`src/rtl/dmr_pkg.sv`:
```
package dmr_pkg;
    typedef enum logic {
        MODE_DUAL16   = 1'b0,
        MODE_SINGLE32 = 1'b1
    } mode_e;

    typedef struct packed {
        logic mode;
        logic err_burst;
        logic err_mode;
    } ctl_t;
endpackage

```
`src/rtl/dmr_burst_chk.sv`:
```
module dmr_burst_chk #(
    parameter int BL_W   = 5,
    parameter int BL_LP4 = 16,
    parameter int BL_LP3 = 8
) (
    input  logic            single_i,
    input  logic [BL_W-1:0] burst_i,
    output logic            ok_o
);
    localparam logic [BL_W-1:0] LenDual   = BL_W'(BL_LP4);
    localparam logic [BL_W-1:0] LenSingle = BL_W'(BL_LP3);

    always_comb begin
        ok_o = (burst_i == (single_i ? LenSingle : LenDual));
    end
endmodule

```
`src/rtl/dmr_slice_reg.sv`:
```
module dmr_slice_reg #(
    parameter int W = 12
) (
    input  logic         clk,
    input  logic         rst_n,
    input  logic         load_i,
    input  logic         flush_i,
    input  logic [W-1:0] din_i,
    input  logic         ready_i,
    output logic         vld_o,
    output logic [W-1:0] dout_o,
    output logic         free_o
);
    typedef struct packed {
        logic         vld;
        logic [W-1:0] data;
    } slot_t;

    slot_t slot_d, slot_q;

    always_comb begin
        slot_d = slot_q;
        if (flush_i) begin
            slot_d.vld = 1'b0;
        end else if (load_i) begin
            slot_d.vld  = 1'b1;
            slot_d.data = din_i;
        end else if (ready_i) begin
            slot_d.vld = 1'b0;
        end
    end

    always_ff @(posedge clk) begin
        if (!rst_n) slot_q <= '0;
        else        slot_q <= slot_d;
    end

    assign vld_o  = slot_q.vld;
    assign dout_o = slot_q.data;
    assign free_o = !slot_q.vld || ready_i;

    assert_hold_R6: assert property (@(posedge clk) disable iff (!rst_n)
        (slot_q.vld && !ready_i && !flush_i) |=> (slot_q.vld && $stable(slot_q.data)));
endmodule

```
`src/rtl/dmr_cmd_router.sv`:
```
module dmr_cmd_router
    import dmr_pkg::*;
#(
    parameter int              CMD_W   = 12,
    parameter int              CA3_W   = 10,
    parameter int              BL_W    = 5,
    parameter int              BL_LP4  = 16,
    parameter int              BL_LP3  = 8,
    parameter logic [CMD_W-1:0] NOP_CMD = 12'h00F
) (
    input  logic             clk,
    input  logic             rst_n,
    input  logic             mode_lp3,
    input  logic             mc_valid,
    output logic             mc_ready,
    input  logic [CMD_W-1:0] mc_cmd,
    input  logic [BL_W-1:0]  mc_burst,
    output logic             slice0_valid,
    input  logic             slice0_ready,
    output logic [CMD_W-1:0] slice0_cmd,
    output logic             slice1_valid,
    input  logic             slice1_ready,
    output logic [CMD_W-1:0] slice1_cmd,
    output logic             slice0_en,
    output logic             slice1_en,
    output logic             err_burst,
    output logic             err_mode
);
    localparam int NSLICE = 2;
    localparam logic [CMD_W-1:0] SingleMask = CMD_W'((1 << CA3_W) - 1);

    ctl_t ctl_d, ctl_q;

    logic                 mode_chg, burst_ok, accept;
    logic [CMD_W-1:0]     cmd_fwd;
    logic [NSLICE-1:0]    slc_load, slc_vld, slc_free, slc_ready;
    logic [CMD_W-1:0]     slc_dout [NSLICE];

    assign slc_ready = {slice1_ready, slice0_ready};

    dmr_burst_chk #(.BL_W(BL_W), .BL_LP4(BL_LP4), .BL_LP3(BL_LP3)) i_bchk (
        .single_i (ctl_q.mode),
        .burst_i  (mc_burst),
        .ok_o     (burst_ok)
    );

    always_comb begin
        mode_chg = (mode_lp3 != ctl_q.mode);
        mc_ready = !mode_chg && slc_free[0] && (ctl_q.mode || slc_free[1]);
        accept   = mc_valid && mc_ready;
        cmd_fwd  = ctl_q.mode ? (mc_cmd & SingleMask) : mc_cmd;
        slc_load[0] = accept && burst_ok;
        slc_load[1] = accept && burst_ok && (ctl_q.mode == MODE_DUAL16);

        ctl_d           = ctl_q;
        ctl_d.mode      = mode_lp3;
        ctl_d.err_burst = accept && !burst_ok;
        ctl_d.err_mode  = mode_chg && (|slc_vld);
    end

    always_ff @(posedge clk) begin
        if (!rst_n) ctl_q <= '0;
        else        ctl_q <= ctl_d;
    end

    for (genvar s = 0; s < NSLICE; s++) begin : g_slice
        dmr_slice_reg #(.W(CMD_W)) i_slot (
            .clk     (clk),
            .rst_n   (rst_n),
            .load_i  (slc_load[s]),
            .flush_i (mode_chg),
            .din_i   (cmd_fwd),
            .ready_i (slc_ready[s]),
            .vld_o   (slc_vld[s]),
            .dout_o  (slc_dout[s]),
            .free_o  (slc_free[s])
        );
    end

    assign slice0_valid = slc_vld[0] && !mode_chg;
    assign slice0_cmd   = slc_dout[0];
    assign slice1_valid = slc_vld[1] && !mode_chg && (ctl_q.mode == MODE_DUAL16);
    assign slice1_cmd   = ctl_q.mode ? NOP_CMD : slc_dout[1];
    assign slice0_en    = 1'b1;
    assign slice1_en    = (ctl_q.mode == MODE_DUAL16);
    assign err_burst    = ctl_q.err_burst;
    assign err_mode     = ctl_q.err_mode;

    assert_lockstep_R2: assert property (@(posedge clk) disable iff (!rst_n)
        (accept && burst_ok && !ctl_q.mode) |=> (slc_vld[1] && slc_dout[1] == slc_dout[0]));

    assert_narrow_R3: assert property (@(posedge clk) disable iff (!rst_n)
        (ctl_q.mode && slice0_valid) |-> ((slice0_cmd & ~SingleMask) == '0));

    assert_idle_slice_R4: assert property (@(posedge clk) disable iff (!rst_n)
        (ctl_q.mode && $past(ctl_q.mode)) |-> !slc_vld[1]);

    assert_ready_R5: assert property (@(posedge clk) disable iff (!rst_n)
        mc_ready |-> slc_free[0]);

    assert_burst_flag_R7: assert property (@(posedge clk) disable iff (!rst_n)
        (mc_valid && mc_ready && !burst_ok) |=> (err_burst && !slc_vld[0]));

    assert_mode_gate_R8: assert property (@(posedge clk) disable iff (!rst_n)
        mode_chg |-> (!mc_ready && !slice0_valid && !slice1_valid));

    assert_mode_drop_R8: assert property (@(posedge clk) disable iff (!rst_n)
        (mode_chg && (|slc_vld)) |=> (err_mode && slc_vld == '0));
endmodule

```
`config.mk`:
```
export PLATFORM = sky130hd
export DESIGN_NAME = dmr_cmd_router
export DESIGN_NICKNAME = d
export VERILOG_FILES = /design/src/rtl/dmr_pkg.sv /design/src/rtl/dmr_burst_chk.sv /design/src/rtl/dmr_slice_reg.sv /design/src/rtl/dmr_cmd_router.sv
export SDC_FILE = /design/constraint.sdc
export NUM_CORES = 1
export LEC_CHECK = 0
export ABC_AREA = 1
export CORE_MARGIN = 2
export CORE_UTILIZATION = 46
export DETAILED_ROUTE_END_ITERATION = 6
export GPL_ROUTABILITY_DRIVEN = 0
export PLACE_DENSITY = 0.9
export SLEW_MARGIN = 20
export SYNTH_ARGS = -nofsm -noshare
export SYNTH_HDL_FRONTEND = slang
export SYNTH_SLANG_ARGS = --single-unit
```
`constraint.sdc`:
```
create_clock -name clk -period 2.32 [get_ports clk]
set_clock_uncertainty 0.2 [all_clocks]
set_input_delay 0.58 -clock clk [delete_from_list [all_inputs] [get_ports clk]]
set_output_delay 0.58 -clock clk [all_outputs]
set_load 0.02 [all_outputs]
```
== Word level (Yosys, flattened, before mapping) ==
Index checks and enable logic that the tools add are counted.
Cells by class
  equality and inequality tests: 2
  muxes and demuxes: 7
  bitwise gates (word level): 3
  reduce and logical (&&, ||, !) cells: 23
Operators by type and width (count)
  two-way mux 12 bit: 2
  logical AND 1 bit: 10
  == test 5 bit: 1
  two-way mux 5 bit: 1
  logical NOT 1 bit: 4
  two-way mux 1 bit: 4
  AND reduction 2 bit: 2
  nonzero test 2 bit: 2
  OR reduction 2 bit: 2
  logical OR 1 bit: 3
  NOT 1 bit: 3
  inequality test 1 bit: 1
Word-level totals
  flip-flop bits (word level): 29
  word-level logic and storage cells: 42

== Depth between registers and ports, before layout ==
  word-level depth: 8
  mapped depth: 10
  depth with buffers taken out: 9

== Cells and area by module ==
A second synthesis with hierarchy kept.
Unflattened totals
  cell total of the unflattened synthesis: 233
  area total of the unflattened synthesis: 1505.2 µm²
By module, submodules not included
  dmr_slice_reg: instances 2, cells each 84, area an instance 559.3 µm², seq. area each 260.2 µm²
  dmr_cmd_router: instances 1, cells each 56, area an instance 345.3 µm², seq. area each 60.1 µm²
  dmr_burst_chk: instances 1, cells each 9, area an instance 41.3 µm², seq. area each 0.0 µm²

== Least setup slack after synthesis ==
No wires, ideal clock.
  path type: register to output
  start: reg ctl_q[2] (netlist name)
  end: out slice1_valid
  data arrival time: 1.234 ns
  data required time: 1.540 ns
  slack: 0.306 ns
  stages on the path, launching flop included: 5
  buffers on the path: 1
  cell sequence: dfxtp_1 > inv_2 > buf_1 > nand2_1 > nor2_1
RTL lines
  start: declaration: RTL line dmr_cmd_router.sv:32  | ctl_t ctl_d, ctl_q;
  start signal: assignment: RTL line dmr_cmd_router.sv:63  | else ctl_q <= ctl_d;
  NOT 1 bit
  named net slice1_en: RTL line dmr_cmd_router.sv:25  | output logic slice1_en,
  logical AND 1 bit: RTL line dmr_cmd_router.sv:82  | assign slice1_valid = slc_vld[1] && !mode_chg && (ctl_q.mode == MODE_DUAL16);
  end: declaration: RTL line dmr_cmd_router.sv:21  | output logic slice1_valid,
The timed path passes the listed nets, and every way through them passes these cells.

== Worst setup path after layout ==
  start: in slice0_ready
  end: out mc_ready
Between the ends
  cells in the longest elaborated chain, start to end: 3
RTL lines
  start: declaration: RTL line dmr_cmd_router.sv:19  | input logic slice0_ready,
  logical OR 1 bit: RTL line dmr_slice_reg.sv:40  | assign free_o = !slot_q.vld || ready_i;
  logical AND 1 bit (2 in a row): RTL line dmr_cmd_router.sv:49  | mc_ready = !mode_chg && slc_free[0] && (ctl_q.mode || slc_free[1]);
  end: declaration: RTL line dmr_cmd_router.sv:15  | output logic mc_ready,
No other way between the ends.

==> results.toml <==
[status]
outcome = "completed"

[die]
die_h_um = 58.18
fp-row-count = 19
die_x_um = 58.18
core_area_um2 = 2781
ios = 54
dieArea_um2 = 3384
start_util_pct = 48.54

[timing]
rsz0062_at_grt = "false"
tns_ns = 0
finalWorstSetupSlack_ns = 0.08588
finalCritPeriodShare_pct = 96.30
max_freq_ghz = 0.4476
hold_violations = 0
setup_violations = 0
drv_slew = 0
timing.final.crit_period_ns = 2.234

[clocking]
cts.repair.resized = 22
cts_tree = "built"
clk_latency_ns = 0.32
root_buffer = "clkbuf_4"
cts_hold_buf = 0
clk_path_buf_depth = 2
cts_buffers = 5
post_cts_buffers = 0
cts_sinks = 29
htreeDepth = 2
clkSlewWorstSetupHoldPaths_ns = 0.08

[logic_synthesis]
yosys_warnings = 0
yosysUniqueCellTypes = 22
synth_edf_count = 0
synthFlopType = "dfxtp_1"
async_flop_share_pct = 0
ys_seq_area_share_pct = 43.00
synth_nets = 224
syn_area_per_cell_um2 = 6.717
syn_inst = 201
synth-seq-cells = 29
syn-cell-area_um2 = 1350

[finish]
synthToLayoutAreaGrowth_pct = 45.69
nFillCells = 252
drive_gt1_share_pct = 10.65
fin_nets = 285
layout_common_cells = "inv_1 (42), nor2_1 (42), nand2_1 (36)"
final_core_util_pct = 70.72
stdcell_area_um2 = 1967
diodes = 0

[worst_hold_path]
whs_path_depth = 2
hold_class = "flip-flop to flip-flop"
worst_hold_path.endpoint = "g_slice[1].i_slot.dout_o[10]$_SDFFE_PN0P_"
hold_path.startpoint = "g_slice[1].i_slot.dout_o[10]$_SDFFE_PN0P_"

[worst_setup_path]
slowest_delay_ns = 0.45
endpoint_kind = "primary output"
cp_slowest_cell = "clkdlybuf4s50_1"
r2r_end = "g_slice[0].i_slot.dout_o[9]$_SDFFE_PN0P_"
crit_arrival_ns = 1.45
worst_setup_path_start_kind = "input port"
cpLargestDelayFamily = "buffers and inverters"
crit_chain = "clkdlybuf4s50_1 -> inv_1 -> nand2_1 -> nand3_2 -> inv_1 -> buf_2"
crit_required_ns = 1.54
r2r_slack_ns = 0.52
r2r-start = "ctl_q[2]$_SDFF_PN0_"
crit_type = "input port to primary output"
r2r_cells = 10
path_common_cell = "inv_1"
crit_buf_inv = 4
crit_fanout = 2

[global_routing]
grt-ovfl-total = 0
grt_max_degree = 15
antenna_found_initial = 0
grt_pass1_vias = 1209
grt_usage_pct = 19.82
grt_first_pass_wirelength_um = 5043

[power_and_ir_drop]
peakVddDrop_mv = 0.4733
power_density_nw_per_um2 = 470.2
cellLeakagePower_nw = 0.9818
finalPower_mw = 0.9249

[run]
cap_violations = 0

[place]
io_buffers = 52
dp_hpwl_um = 2394
preCtsSetupSlack_ns = -0.4581
dpl-instance-area_um2 = 1939

[route]
first_pass_iters = 4
via_per_inst = 4.650
initialDrtViolationCount = 24
num_vias = 1367
antenna_left = 0
drc = 0
wl_per_cell_um = 10.21
wirelength_um = 3003
==> layout make-up <==
class                           count  area [µm²]  area share (%)
Multi-Input combinational cell    119       551.8           28.05
Clock buffer                        8       48.80           2.481
Timing Repair Buffer               63       581.8           29.58
Inverter                           44       165.2           8.397
Sequential cell                    29       580.6           29.52
Tap cell                           31       38.79           1.972
==> worst register-to-register path, stage by stage, from the launching register on <==
cell     delay, ns
dfxtp_1       0.33
inv_2         0.15
nand2_2       0.10
nand2_2       0.09
nand3_2       0.07
buf_4         0.15
nor2_4        0.11
nand2_2       0.19
inv_2         0.22
nor2_1        0.06
nor2_1        0.09
==> routing by layer <==
layer  routed length (µm)  global-route usage [%]  vias to the layer above  share of wire, %
li1                     -                       -                      724                 -
met1                 1296                   22.75                      604                43
met2                 1488                   33.44                       34                50
met3                  181                   7.813                        5               6.0
met4                   37                   6.977                        0               1.2
met5                    0                       0                        -                 0
==> kinds of logic after synthesis <==
logic type | share of synthesized area, %
buffers and inverters | 16.13
AND/OR/NAND/NOR | 32.53
AO/OA/AOI/OAI | 8.063
other | 0.2778
flip-flops | 43.00
==> synthesized netlist by cell type, types with 2 or more instances <==
cell type,number,area (µm²)
nor2_1,42,157.7
inv_2,2,7.510
nand3_2,3,30.03
buf_2,3,15.01
o21ai_0,4,20.02
nand2_2,3,18.77
inv_1,42,157.7
o21ai_1,7,35.03
buf_1,2,7.510
dfxtp_1,29,580.6
nand4_1,12,75.07
a21oi_1,6,30.03
nand2_1,36,135.1
buf_4,2,15.01
==> power breakdown <==
group / internal [mW] / switching, mW
Clock: 0.120 / 0.161
Combinational: 0.0696 / 0.0701
Sequential: 0.502 / 0.00204
Total: 0.692 / 0.233
==> per-stage QoR <==
step	std cells	hold slack [ns]
final	294	0.2708
after global routing	294	0.2998
after CTS	294	0.2789
after detailed placement	286	0.2601
after global placement	286	0.2501
after floorplan	201	0.2391
==> sequential cells by signal, summed over array words and instances (netlist names) <==
signal / flops
g_slice.i_slot.dout_o: 24
ctl_q: 1
g_slice.i_slot.vld_o: 2
err_mode: 1
err_burst: 1
==> worst max-delay path by stage <==
| stage | from | to | cells past startpoint |
|---|---|---|---|
| 6_report | slice0_ready | mc_ready | 6 |
| 5_1_grt | slice0_ready | mc_ready | 6 |
| 4_1_cts | ctl_q[2]$_SDFF_PN0_ | slice1_cmd[0] | 3 |
| 3_5_place_dp | mode_lp3 | mc_ready | 6 |
| 3_3_place_gp | mode_lp3 | mc_ready | 6 |
| 2_1_floorplan | ctl_q[2]$_SDFF_PN0_ | slice1_valid | 4 |
Power figures use the tool's default switching activity.
